===== config.mk =====
export PLATFORM = sky130hd
export DESIGN_NAME = cfg_lock_ctrl
export DESIGN_NICKNAME = d
export VERILOG_FILES = /design/src/rtl/cfg_lock_pkg.sv /design/src/rtl/cfg_lock_keyseq.sv /design/src/rtl/cfg_lock_reg.sv /design/src/rtl/cfg_lock_ctrl.sv
export SDC_FILE = /design/constraint.sdc
export NUM_CORES = 1
export LEC_CHECK = 0
export BUFFER_PORTS_ARGS = -buffer_cell sky130_fd_sc_hd__buf_2
export CAP_MARGIN = 20
export CORE_AREA = 2 2 39 41
export DETAILED_ROUTE_END_ITERATION = 12
export DIE_AREA = 0 0 41 43
export HOLD_SLACK_MARGIN = 0.05
export PLACE_DENSITY_LB_ADDON = 0.12
export SLEW_MARGIN = 20
export SYNTH_ARGS = -nofsm -noshare
export SYNTH_HDL_FRONTEND = slang
export SYNTH_SLANG_ARGS = --single-unit
export TNS_END_PERCENT = 20

===== constraint.sdc =====
create_clock -name clk -period 1.06 [get_ports clk]
set_input_delay 0.053 -clock clk [delete_from_list [all_inputs] [get_ports clk]]
set_output_delay 0.053 -clock clk [all_outputs]
set_load 0.1 [all_outputs]

===== src/rtl/cfg_lock_pkg.sv =====
package cfg_lock_pkg;

    typedef enum logic [1:0] {
        SEQ_IDLE  = 2'd0,
        SEQ_KEY1  = 2'd1,
        SEQ_ARMED = 2'd2
    } seq_state_t;

endpackage


===== src/rtl/cfg_lock_keyseq.sv =====
module cfg_lock_keyseq
    import cfg_lock_pkg::*;
#(
    parameter int          DATA_W = 8,
    parameter logic [7:0]  KEY_A  = 8'h46,
    parameter logic [7:0]  KEY_B  = 8'h57
) (
    input  logic              clk,
    input  logic              rst_n,
    input  logic              wr_en,
    input  logic [DATA_W-1:0] wr_data,
    output logic              armed
);

    localparam logic [DATA_W-1:0] KA = DATA_W'(KEY_A);
    localparam logic [DATA_W-1:0] KB = DATA_W'(KEY_B);

    seq_state_t state_q, state_d;

    // state register
    always_ff @(posedge clk or negedge rst_n) begin
        if (!rst_n) state_q <= SEQ_IDLE;
        else        state_q <= state_d;
    end

    // next-state logic: moves only on writes
    always_comb begin
        state_d = state_q;
        if (wr_en) begin
            unique case (state_q)
                SEQ_IDLE:  state_d = (wr_data == KA) ? SEQ_KEY1 : SEQ_IDLE;
                SEQ_KEY1:  begin
                    if (wr_data == KB)      state_d = SEQ_ARMED;
                    else if (wr_data == KA) state_d = SEQ_KEY1;
                    else                    state_d = SEQ_IDLE;
                end
                SEQ_ARMED: state_d = (wr_data == KA) ? SEQ_KEY1 : SEQ_IDLE;
                default:   state_d = SEQ_IDLE;
            endcase
        end
    end

    // outputs
    always_comb begin
        armed = (state_q == SEQ_ARMED);
    end

endmodule


===== src/rtl/cfg_lock_reg.sv =====
module cfg_lock_reg (
    input  logic clk,
    input  logic rst_n,
    input  logic upd,
    input  logic new_val,
    input  logic one_way,
    output logic lock_q
);

    always_ff @(posedge clk or negedge rst_n) begin
        if (!rst_n) begin
            lock_q <= 1'b0;
        end else if (upd) begin
            if (new_val)                 lock_q <= 1'b1;
            else if (!(one_way && lock_q)) lock_q <= 1'b0;
        end
    end

endmodule


===== src/rtl/cfg_lock_ctrl.sv =====
module cfg_lock_ctrl #(
    parameter int          DATA_W   = 8,
    parameter int          LOCK_BIT = 6,
    parameter logic [7:0]  KEY_A    = 8'h46,
    parameter logic [7:0]  KEY_B    = 8'h57
) (
    input  logic              clk,
    input  logic              rst_n,
    input  logic              wr_en,
    input  logic [DATA_W-1:0] wr_data,
    input  logic              one_way,
    output logic              lock_out,
    output logic              wr_permit
);

    logic armed;
    logic upd;

    cfg_lock_keyseq #(
        .DATA_W (DATA_W),
        .KEY_A  (KEY_A),
        .KEY_B  (KEY_B)
    ) u_seq (
        .clk     (clk),
        .rst_n   (rst_n),
        .wr_en   (wr_en),
        .wr_data (wr_data),
        .armed   (armed)
    );

    assign upd = wr_en && armed;

    cfg_lock_reg u_lock (
        .clk     (clk),
        .rst_n   (rst_n),
        .upd     (upd),
        .new_val (wr_data[LOCK_BIT]),
        .one_way (one_way),
        .lock_q  (lock_out)
    );

    assign wr_permit = ~lock_out;

endmodule


==> flow_summary_export.csv, run 1 <==
group,metric,value,unit
yosys,synthMuxAreaShare,0,%
yosys,synth_top_family_by_area,"simple AND/OR/NAND/NOR gates",
timing,setup_tns,-0.000828,ns
layout,multiInputGateArea,76.3,sq um
timing,slew_headroom,85.8,%
yosys,synth.distinct_cells,11,
layout,final_common_cell,"buf_2",
power,power_leakage,0.142,nW
timing,fmax,943,MHz
layout,fillers,156,
routing,first_pass_iters,4,
clock_network,postCtsResizedCells,0,
clock_network,clkTransAtPathRegs,0.04,ns
floorplanning,pin_count,14,
layout,regArea,78.8,sq um
placed_design,finalWeightedCongestion,0.706,
routing,vias,200,
worst_setup_path,critPathLaunch,"u_lock.lock_q",
routing,routed_wl,465,um
placed_design,hpwlAfterDp,389,um
yosys,syn_area,159,sq um
timing,hold_viol_final,0,
layout,final_core_util,24.2,%
floorplanning,die_h,43,um
yosys,synth_compound_area_share,18.1,%
min_path,hp-start,"one_way",
worst_setup_path,r2r_start,"u_seq.state_q[1]",
routing,drc,0,
yosys,yosys-top-cells-area,"dfrtp_1 47%, inv_1 9.4%, o22ai_1 7.9%, nand4b_1 5.5%, o32ai_1 5.5%",
grt,grt_max_degree,6,
min_path,holdPathStages,3,
min_path,whs_endpoint,"u_lock.lock_q",
clock_network,cts.sinks,3,
grt,grt-ovfl-total,0,
timing,fin_crit_sh,100,%
yosys,ys_warn_count,0,
layout,drive_gt1_share,51.4,%
timing,fin_worst_skew,0.00155,ns
yosys,synthSimpleGateAreaFrac,25.2,%
grt,grt_pass1_wl,814,um
layout,area_growth,111,%
routing,wire_per_inst,8.77,um
yosys,synth_top_cell_area_share,47.2,%
grt,grt_pass1_vias,207,
clock_network,clkLatencyLatePin,0.24,ns
power,powerDensity,1320,mW/mm^2
timing,setup_viol,1,
yosys,post_synth.cell_area_avg,8.83,sq um
floorplanning,coreArea,0.00138,sq mm
layout,n_antenna_cell,0,
routing,avgViaCountPerCell,3.77,
placed_design,dp.cells,47,
run_status,status,"finished with violations",
worst_setup_path,reg2reg_slack,0.13,ns
run,drv_cap,0,
yosys,synth_nets,30,
grt,antenna_found_initial,0,
routing,ant_nets,0,
yosys,yosys.area.top_type,"dfrtp_1",
power,ir_drop,0.308,mV
floorplanning,rows,14,
floorplanning,die-area,0.00176,sq mm
worst_setup_path,r2r-end,"u_lock.lock_q",
floorplanning,fp.dieW,41,um
worst_setup_path,crit_type,"reg -> out",
worst_setup_path,cp_max_fo,2,
layout,fin_cells,53,
clock_network,cts_tree,"yes",
timing,slew_viol_final,0,
yosys,ys_seq_elements,3,
yosys,synth.yosys.seq_area_share,47.2,%
yosys,synthXorXnorAreaFrac,0,%
worst_setup_path,worst_setup_path_start_kind,"flop",
floorplanning,initial_utilization,11.5,%
yosys,synthAdderAreaFrac,0,%
worst_setup_path,required,1.01,ns
worst_setup_path,worst_setup_path_end_kind,"output port",
timing,fin_crit,1.06,ns
layout,fin_nets,50,
min_path,holdCritPathClass,"in -> reg",
timing,worst_pin_slew,0.212,ns
timing,rsz0062_at_grt,"yes",
yosys,syn_inst,18,
clock_network,root_buffer,"clkbuf_4",
run_status,failed_checks,"negative setup slack",
worst_setup_path,worst_r2r_path_depth,3,
routing,drt_iter0_markers,2,
placed_design,io_buffer_count,13,
clock_network,clk_path_buf_depth,2,
clock_network,htreeDepth,1,
clock_network,cts_inserted_buffers,3,
timing,setup_ws,-0.000828,ns
worst_setup_path,crit_arrival,1.01,ns
grt,grt_usage,8.05,%
layout,mostFrequentLayoutCells,"11 x buf_2, 3 x inv_1, 3 x clkbuf_4",
## through the flow
| stage | area [sq um] | setup slack, ns | power (mW) | hold slack (ns) |
|---|---|---|---|---|
| finish | 335 | -0.000828 | 0.442 | 0.0944 |
| global route | 335 | -0.0286 | 0.477 | 0.0939 |
| CTS | 335 | -0.0164 | 0.455 | 0.0863 |
| detailed placement | 289 | 0.140 | 0.234 | -0.148 |
| global placement | 289 | 0.167 | 0.233 | -0.146 |
| floorplan | 174 | -0.371 | 0.180 | -0.243 |
## Yosys cell counts, drive strengths merged
| master | instances |
|---|---|
| nor3 | 1 |
| dfrtp | 3 |
| o22ai | 2 |
| nand4b | 1 |
| a211oi | 1 |
| nor2b | 1 |
| o32ai | 1 |
| or3 | 1 |
| nand2 | 2 |
| inv | 4 |
| nand4 | 1 |
## cell families (layout without fill, tap and decap cells)
group	after synthesis	after routing
and+or+nand+nor	7	7
AOI/OAI and AO/OA	4	4
buffers and inverters	4	23
DFF	3	3
## what timing repair did
item	in CTS	in global routing
setup buffers	0	0
hold buffers	2	0
setup endpoints to repair	1	1
hold endpoints to repair	4	0
pin swaps	0	0
## state kept, by name, indices dropped and copies added, names as in the netlist
signal / count
u_seq.state_q: 2
u_lock.lock_q: 1
## power breakdown
| group | internal [mW] | switching [mW] |
|---|---|---|
| Combinational | 0.0480 | 0.0636 |
| Sequential | 0.120 | 0.00493 |
| Clock | 0.141 | 0.0641 |
## worst max-delay path, stage by stage, from the launching register on
cell	delay, ns
dfrtp_4	0.49
clkinvlp_4	0.11
buf_12	0.17
## cell type report
cell class	instances	share of cell area, %
multi-input cells	11	22.8
repair buffers	15	34.3
clock buffers	4	7.84
well taps	16	5.97
flip-flops and latches	3	23.5
inverters	4	5.60
## per-layer routing
layer  share of wire (%)  track usage (%)
met1                  42             9.06
met2                  43             8.75
met3                 6.9             1.57
met4                 7.7             14.0
met5                   0                0
## worst max path at each step
stage	to	slack, ns	depth (start not counted)
detailed placement	u_lock.lock_q	0.14	3
finish	wr_permit	-0.0008	2
floorplan	u_lock.lock_q	-0.37	2
global route	wr_permit	-0.03	2
global placement	u_lock.lock_q	0.17	2
CTS	wr_permit	-0.02	2
(Power assumes the default switching activity.)
==> run 2: changes to the inputs <==
- BUFFER_PORTS_ARGS: -buffer_cell sky130_fd_sc_hd__buf_2 -> unset
- DONT_BUFFER_PORTS: unset -> 1
- TNS_END_PERCENT: 20 -> 100
==> run 2 against run 1 <==
Against the previous run: the run now ends clean; register-to-register slack hardly changed; sequential power is essentially flat; maximum frequency is 3.3% higher; sequential share of layout area unchanged; critical path type unchanged; critical endpoint unchanged; highest routed layer is now met3.
==> flow_summary_export.csv, run 2 (synthesis gave the netlist of run 1 again) <==
group,metric,value,unit
layout,mostFrequentLayoutCells,"8 x dlygate4sd3_1, 3 x inv_1, 3 x clkbuf_4",
clock_network,clk_path_buf_depth,2,
min_path,holdCritPathClass,"in -> async",
run,drv_cap,0,
power,finalPower,0.438,mW
power,powerDensity,1310,mW/mm^2
routing,avgViaCountPerCell,3.98,
routing,wire_per_inst,9.20,um
worst_setup_path,required,1.01,ns
power,p_int,0.306,mW
floorplanning,die-area,0.00176,sq mm
floorplanning,pin_count,14,
worst_setup_path,worst_setup_path_end_kind,"output port",
worst_setup_path,worst_setup_path_start_kind,"flop",
clock_network,clkLatencyLatePin,0.24,ns
routing,routed_wl,451,um
routing,first_pass_iters,3,
layout,top_register,"u_seq.state_q",
grt,grt_max_degree,6,
power,switching_power,0.132,mW
timing,setup_viol,0,
floorplanning,coreArea,0.00138,sq mm
floorplanning,initial_utilization,11.5,%
floorplanning,rows,14,
grt,grt_pass1_vias,170,
routing,drc,0,
layout,fillers,155,
worst_setup_path,crit_chain,"clkinvlp_4 -> buf_12",
layout,n_antenna_cell,0,
layout,area_growth,111,%
routing,ant_nets,0,
floorplanning,fp.dieW,41,um
grt,grt_usage,6.53,%
placed_design,io_buffer_count,0,
clock_network,cts_tree,"yes",
timing,fin_crit_sh,96.9,%
placed_design,dp.cells,36,
timing,rsz0062_at_grt,"no",
layout,largest_reg_flops,2,
floorplanning,die_h,43,um
grt,grt-ovfl-total,0,
routing,drt_iter0_markers,3,
routing,vias,195,
power,p_sw_share,30.1,%
power,pwr-share-comb,24.4,%
power,clkPwrFrac,47.5,%
timing,slew_viol_final,0,
worst_setup_path,slowest_stage,"dfrtp_4",
power,p_seq_share,28.1,%
grt,grt_pass1_wl,683,um
timing,hold_viol_final,0,
worst_setup_path,crit_type,"reg -> out",
clock_network,cts_inserted_buffers,3,
timing,slew_headroom,81.6,%
layout,fin_nets,46,
worst_setup_path,cp_top_family,"flip-flops",
clock_network,root_buffer,"clkbuf_4",
worst_setup_path,slowest_delay,0.48,ns
layout,fin_cells,49,
worst_setup_path,cp_max_fo,2,
power,power_leakage,0.123,nW
clock_network,htreeDepth,1,
timing,worst_pin_slew,0.278,ns
timing,setup_tns,0,ns
grt,antenna_found_initial,0,
run_status,status,"complete, no violations",
layout,layout_top_registers,"u_seq.state_q (2), u_lock.lock_q (1)",
timing,fin_crit,1.03,ns
worst_setup_path,path_buf_inv,2,
layout,drive_gt1_share,27.3,%
clock_network,clkTransAtPathRegs,0.04,ns
power,ir_drop,0.617,mV
worst_setup_path,crit_arrival,0.97,ns
timing,fin_worst_skew,0.00609,ns
timing,fmax,974,MHz
clock_network,cts.sinks,3,
layout,final_common_cell,"dlygate4sd3_1",
placed_design,finalWeightedCongestion,0.622,
run 2: timing repair:
item / CTS / global route
resized for setup: 3 / 0
endpoints found under the hold margin: 6 / 0
setup buffers: 0 / 1
setup endpoints to repair: 1 / 1
hold buffers: 8 / 0
run 2: per-layer routing:
| metal | up-vias | GRT usage, % | part of all wire (%) |
|---|---|---|---|
| li1 | 95 | - | - |
| met4 | 0 | 6.00 | 0 |
| met2 | 14 | 7.19 | 42 |
| met3 | 0 | 6.28 | 15 |
| met5 | - | 0 | 0 |
| met1 | 86 | 6.77 | 43 |
run 2: power groups by stage:
stage          sequential (mW)  combinational, mW  clock (mW)
2_1_floorplan            0.147             0.0333           0
3_3_place_gp             0.125             0.0664           0
3_5_place_dp             0.125             0.0655           0
4_1_cts                  0.124              0.103       0.213
5_1_grt                  0.124              0.111       0.232
6_report                 0.123              0.107       0.208
run 2: path summary, 6_finish.rpt:
kind,start,endpoint,slack [ns],cells after the start
setup / recovery,u_lock.lock_q,wr_permit,0.03,2
hold / removal,rst_n,u_seq.state_q[1],0.07,1
setup reg to reg,u_seq.state_q[1],u_lock.lock_q,0.13,3
hold reg to reg,u_seq.state_q[0],u_lock.lock_q,0.57,1
max in group asynchronous,rst_n,u_lock.lock_q,0.82,1
min in group clk,wr_data[0],u_seq.state_q[1],0.11,3
run 2: metrics by stage:
step           utilization, %  hold slack, ns  setup WS (ns)  area, sq um
2_1_floorplan               -          -0.243         -0.371          174
6_report                 24.2          0.0676         0.0330          335
5_1_grt                  24.2          0.0692       0.000368          335
4_1_cts                  23.7          0.0688         0.0133          328
3_5_place_dp             15.1          -0.242          0.146          209
3_3_place_gp             15.1          -0.242          0.156          209
run 2: final cells by class:
type,instances,area (sq um),share of cell area (%)
inverter,4,18.8,5.60
multi-input combinational,11,76.3,22.8
timing repair buffer,11,115,34.3
tap,16,20.0,5.97
clock buffer,4,26.3,7.84
sequential,3,78.8,23.5
==> run 3: changes to the inputs <==
==> constraint.sdc (replaced) <==
create_clock -name clk -period 1.06 [get_ports clk]
set_input_delay 0.159 -clock clk [delete_from_list [all_inputs] [get_ports clk]]
set_output_delay 0.159 -clock clk [all_outputs]
set_load 0.1 [all_outputs]
==> run 3 against run 2 <==
Against the previous run: the flow now finishes with violations (negative setup slack); maximum frequency down 9.9%; via count fell by 10%; final area decreased by 18%; combinational power fell by 19%; die area did not move; register-to-register slack better by 0.03 ns; wire length down 8.9%; utilization fell by 4.3 points.
==> flow_summary_export.csv, run 3 (synthesis gave the netlist of run 1 again) <==
group,metric,value,unit
floorplanning,die-area,0.00176,sq mm
floorplanning,pin_count,14,
routing,routed_wl,411,um
worst_setup_path,crit_arrival,0.98,ns
floorplanning,rows,14,
timing,setup_viol,2,
grt,grt_max_degree,6,
layout,fillers,152,
timing,fmax,877,MHz
worst_setup_path,crit_type,"reg -> out",
layout,multiInputGateArea,76.3,sq um
timing,fin_crit,1.14,ns
timing,whs,0.0691,ns
timing,fin_worst_skew,0.00241,ns
layout,n_antenna_cell,0,
timing,setup_tns,-0.134,ns
worst_setup_path,r2r_start,"u_seq.state_q[1]",
timing,slew_viol_final,0,
layout,mostFrequentLayoutCells,"3 x inv_1, 3 x clkbuf_4",
power,ir_drop,0.767,mV
power,power_leakage,0.0979,nW
floorplanning,die_h,43,um
layout,layout_top_registers,"u_seq.state_q (2), u_lock.lock_q (1)",
timing,hold_viol_final,0,
worst_setup_path,worst_setup_path_end_kind,"output port",
layout,final_area,275,sq um
timing,worst_pin_slew,0.277,ns
clock_network,clkLatencyLatePin,0.23,ns
run_status,failed_checks,"negative setup slack",
timing,slew_headroom,81.7,%
placed_design,hpwlAfterDp,337,um
layout,largest_reg_flops,2,
grt,grt_pass1_vias,173,
floorplanning,coreArea,0.00138,sq mm
floorplanning,fp.dieW,41,um
layout,fin_nets,40,
clock_network,htreeDepth,1,
clock_network,root_buffer,"clkbuf_4",
worst_setup_path,required,0.90,ns
routing,avgViaCountPerCell,4.07,
routing,wire_per_inst,9.56,um
layout,final_core_util,19.9,%
grt,antenna_found_initial,0,
grt,grt_pass1_wl,696,um
clock_network,cts_tree,"yes",
worst_setup_path,critPathLaunch,"u_lock.lock_q",
grt,grt-ovfl-total,0,
layout,area_growth,73.2,%
clock_network,clk_path_buf_depth,2,
routing,first_pass_iters,4,
run_status,status,"finished with violations",
timing,setup_ws,-0.0805,ns
placed_design,io_buffer_count,0,
layout,regArea,78.8,sq um
run,drv_cap,0,
clock_network,postCtsResizedCells,0,
layout,drive_gt1_share,33.3,%
power,powerDensity,1480,mW/mm^2
layout,fin_cells,43,
routing,drc,0,
min_path,holdCritPathClass,"in -> reg",
routing,drt_iter0_markers,5,
timing,fin_crit_sh,108,%
clock_network,cts_inserted_buffers,3,
min_path,hp-start,"wr_en",
routing,ant_nets,0,
clock_network,cts.sinks,3,
floorplanning,initial_utilization,11.5,%
grt,grt_usage,6.72,%
timing,rsz0062_at_grt,"yes",
worst_setup_path,cp_max_fo,2,
placed_design,placed_area,221,sq um
routing,vias,175,
layout,top_register,"u_seq.state_q",
placed_design,finalWeightedCongestion,0.613,
placed_design,dp.cells,36,
placed_design,post-place-ws,0.151,ns
clock_network,clkTransAtPathRegs,0.03,ns
worst_setup_path,worst_setup_path_start_kind,"flop",
power,finalPower,0.409,mW
[run 3: report_power, final]
group	internal, mW	switching, mW	leakage [nW]
clock	0.141	0.0569	0.0150
combinational	0.0302	0.0567	0.0454
sequential	0.120	0.00356	0.0375
total	0.291	0.117	0.0979
[run 3: final cells by class]
cell class | count | share of cell area [%]
Sequential cell | 3 | 28.6
Multi-Input combinational cell | 11 | 27.7
Timing Repair Buffer | 5 | 20.0
Clock buffer | 4 | 9.55
Tap cell | 16 | 7.27
Inverter | 4 | 6.82
[run 3: final timing paths]
path	cells past startpoint	to	slack [ns]
min in group asynchronous	1	u_lock.lock_q	0.18
hold / removal	2	u_seq.state_q[0]	0.07
setup reg to reg	3	u_seq.state_q[0]	0.16
setup / recovery	2	wr_permit	-0.08
max in group asynchronous	1	u_lock.lock_q	0.71
hold reg to reg	1	u_lock.lock_q	0.56
[run 3: metal layers]
layer	up-vias	part of all wire (%)	track usage (%)
li1	82	-	-
met1	77	48	8.01
met2	14	33	6.25
met3	2	15	8.38
met4	0	3.2	4.00
met5	-	0	0
[run 3: timing repair]
| item | CTS | global route |
|---|---|---|
| setup buffers | 0 | 1 |
| endpoints found under the hold margin | 5 | 0 |
| hold buffers | 2 | 0 |
| endpoints found under the setup margin | 2 | 2 |
| pin swaps | 0 | 0 |
[run 3: critical path, stage by stage (launching register included)]
cell	delay (ns)
dfrtp_4	0.48
clkinvlp_4	0.10
buf_12	0.17
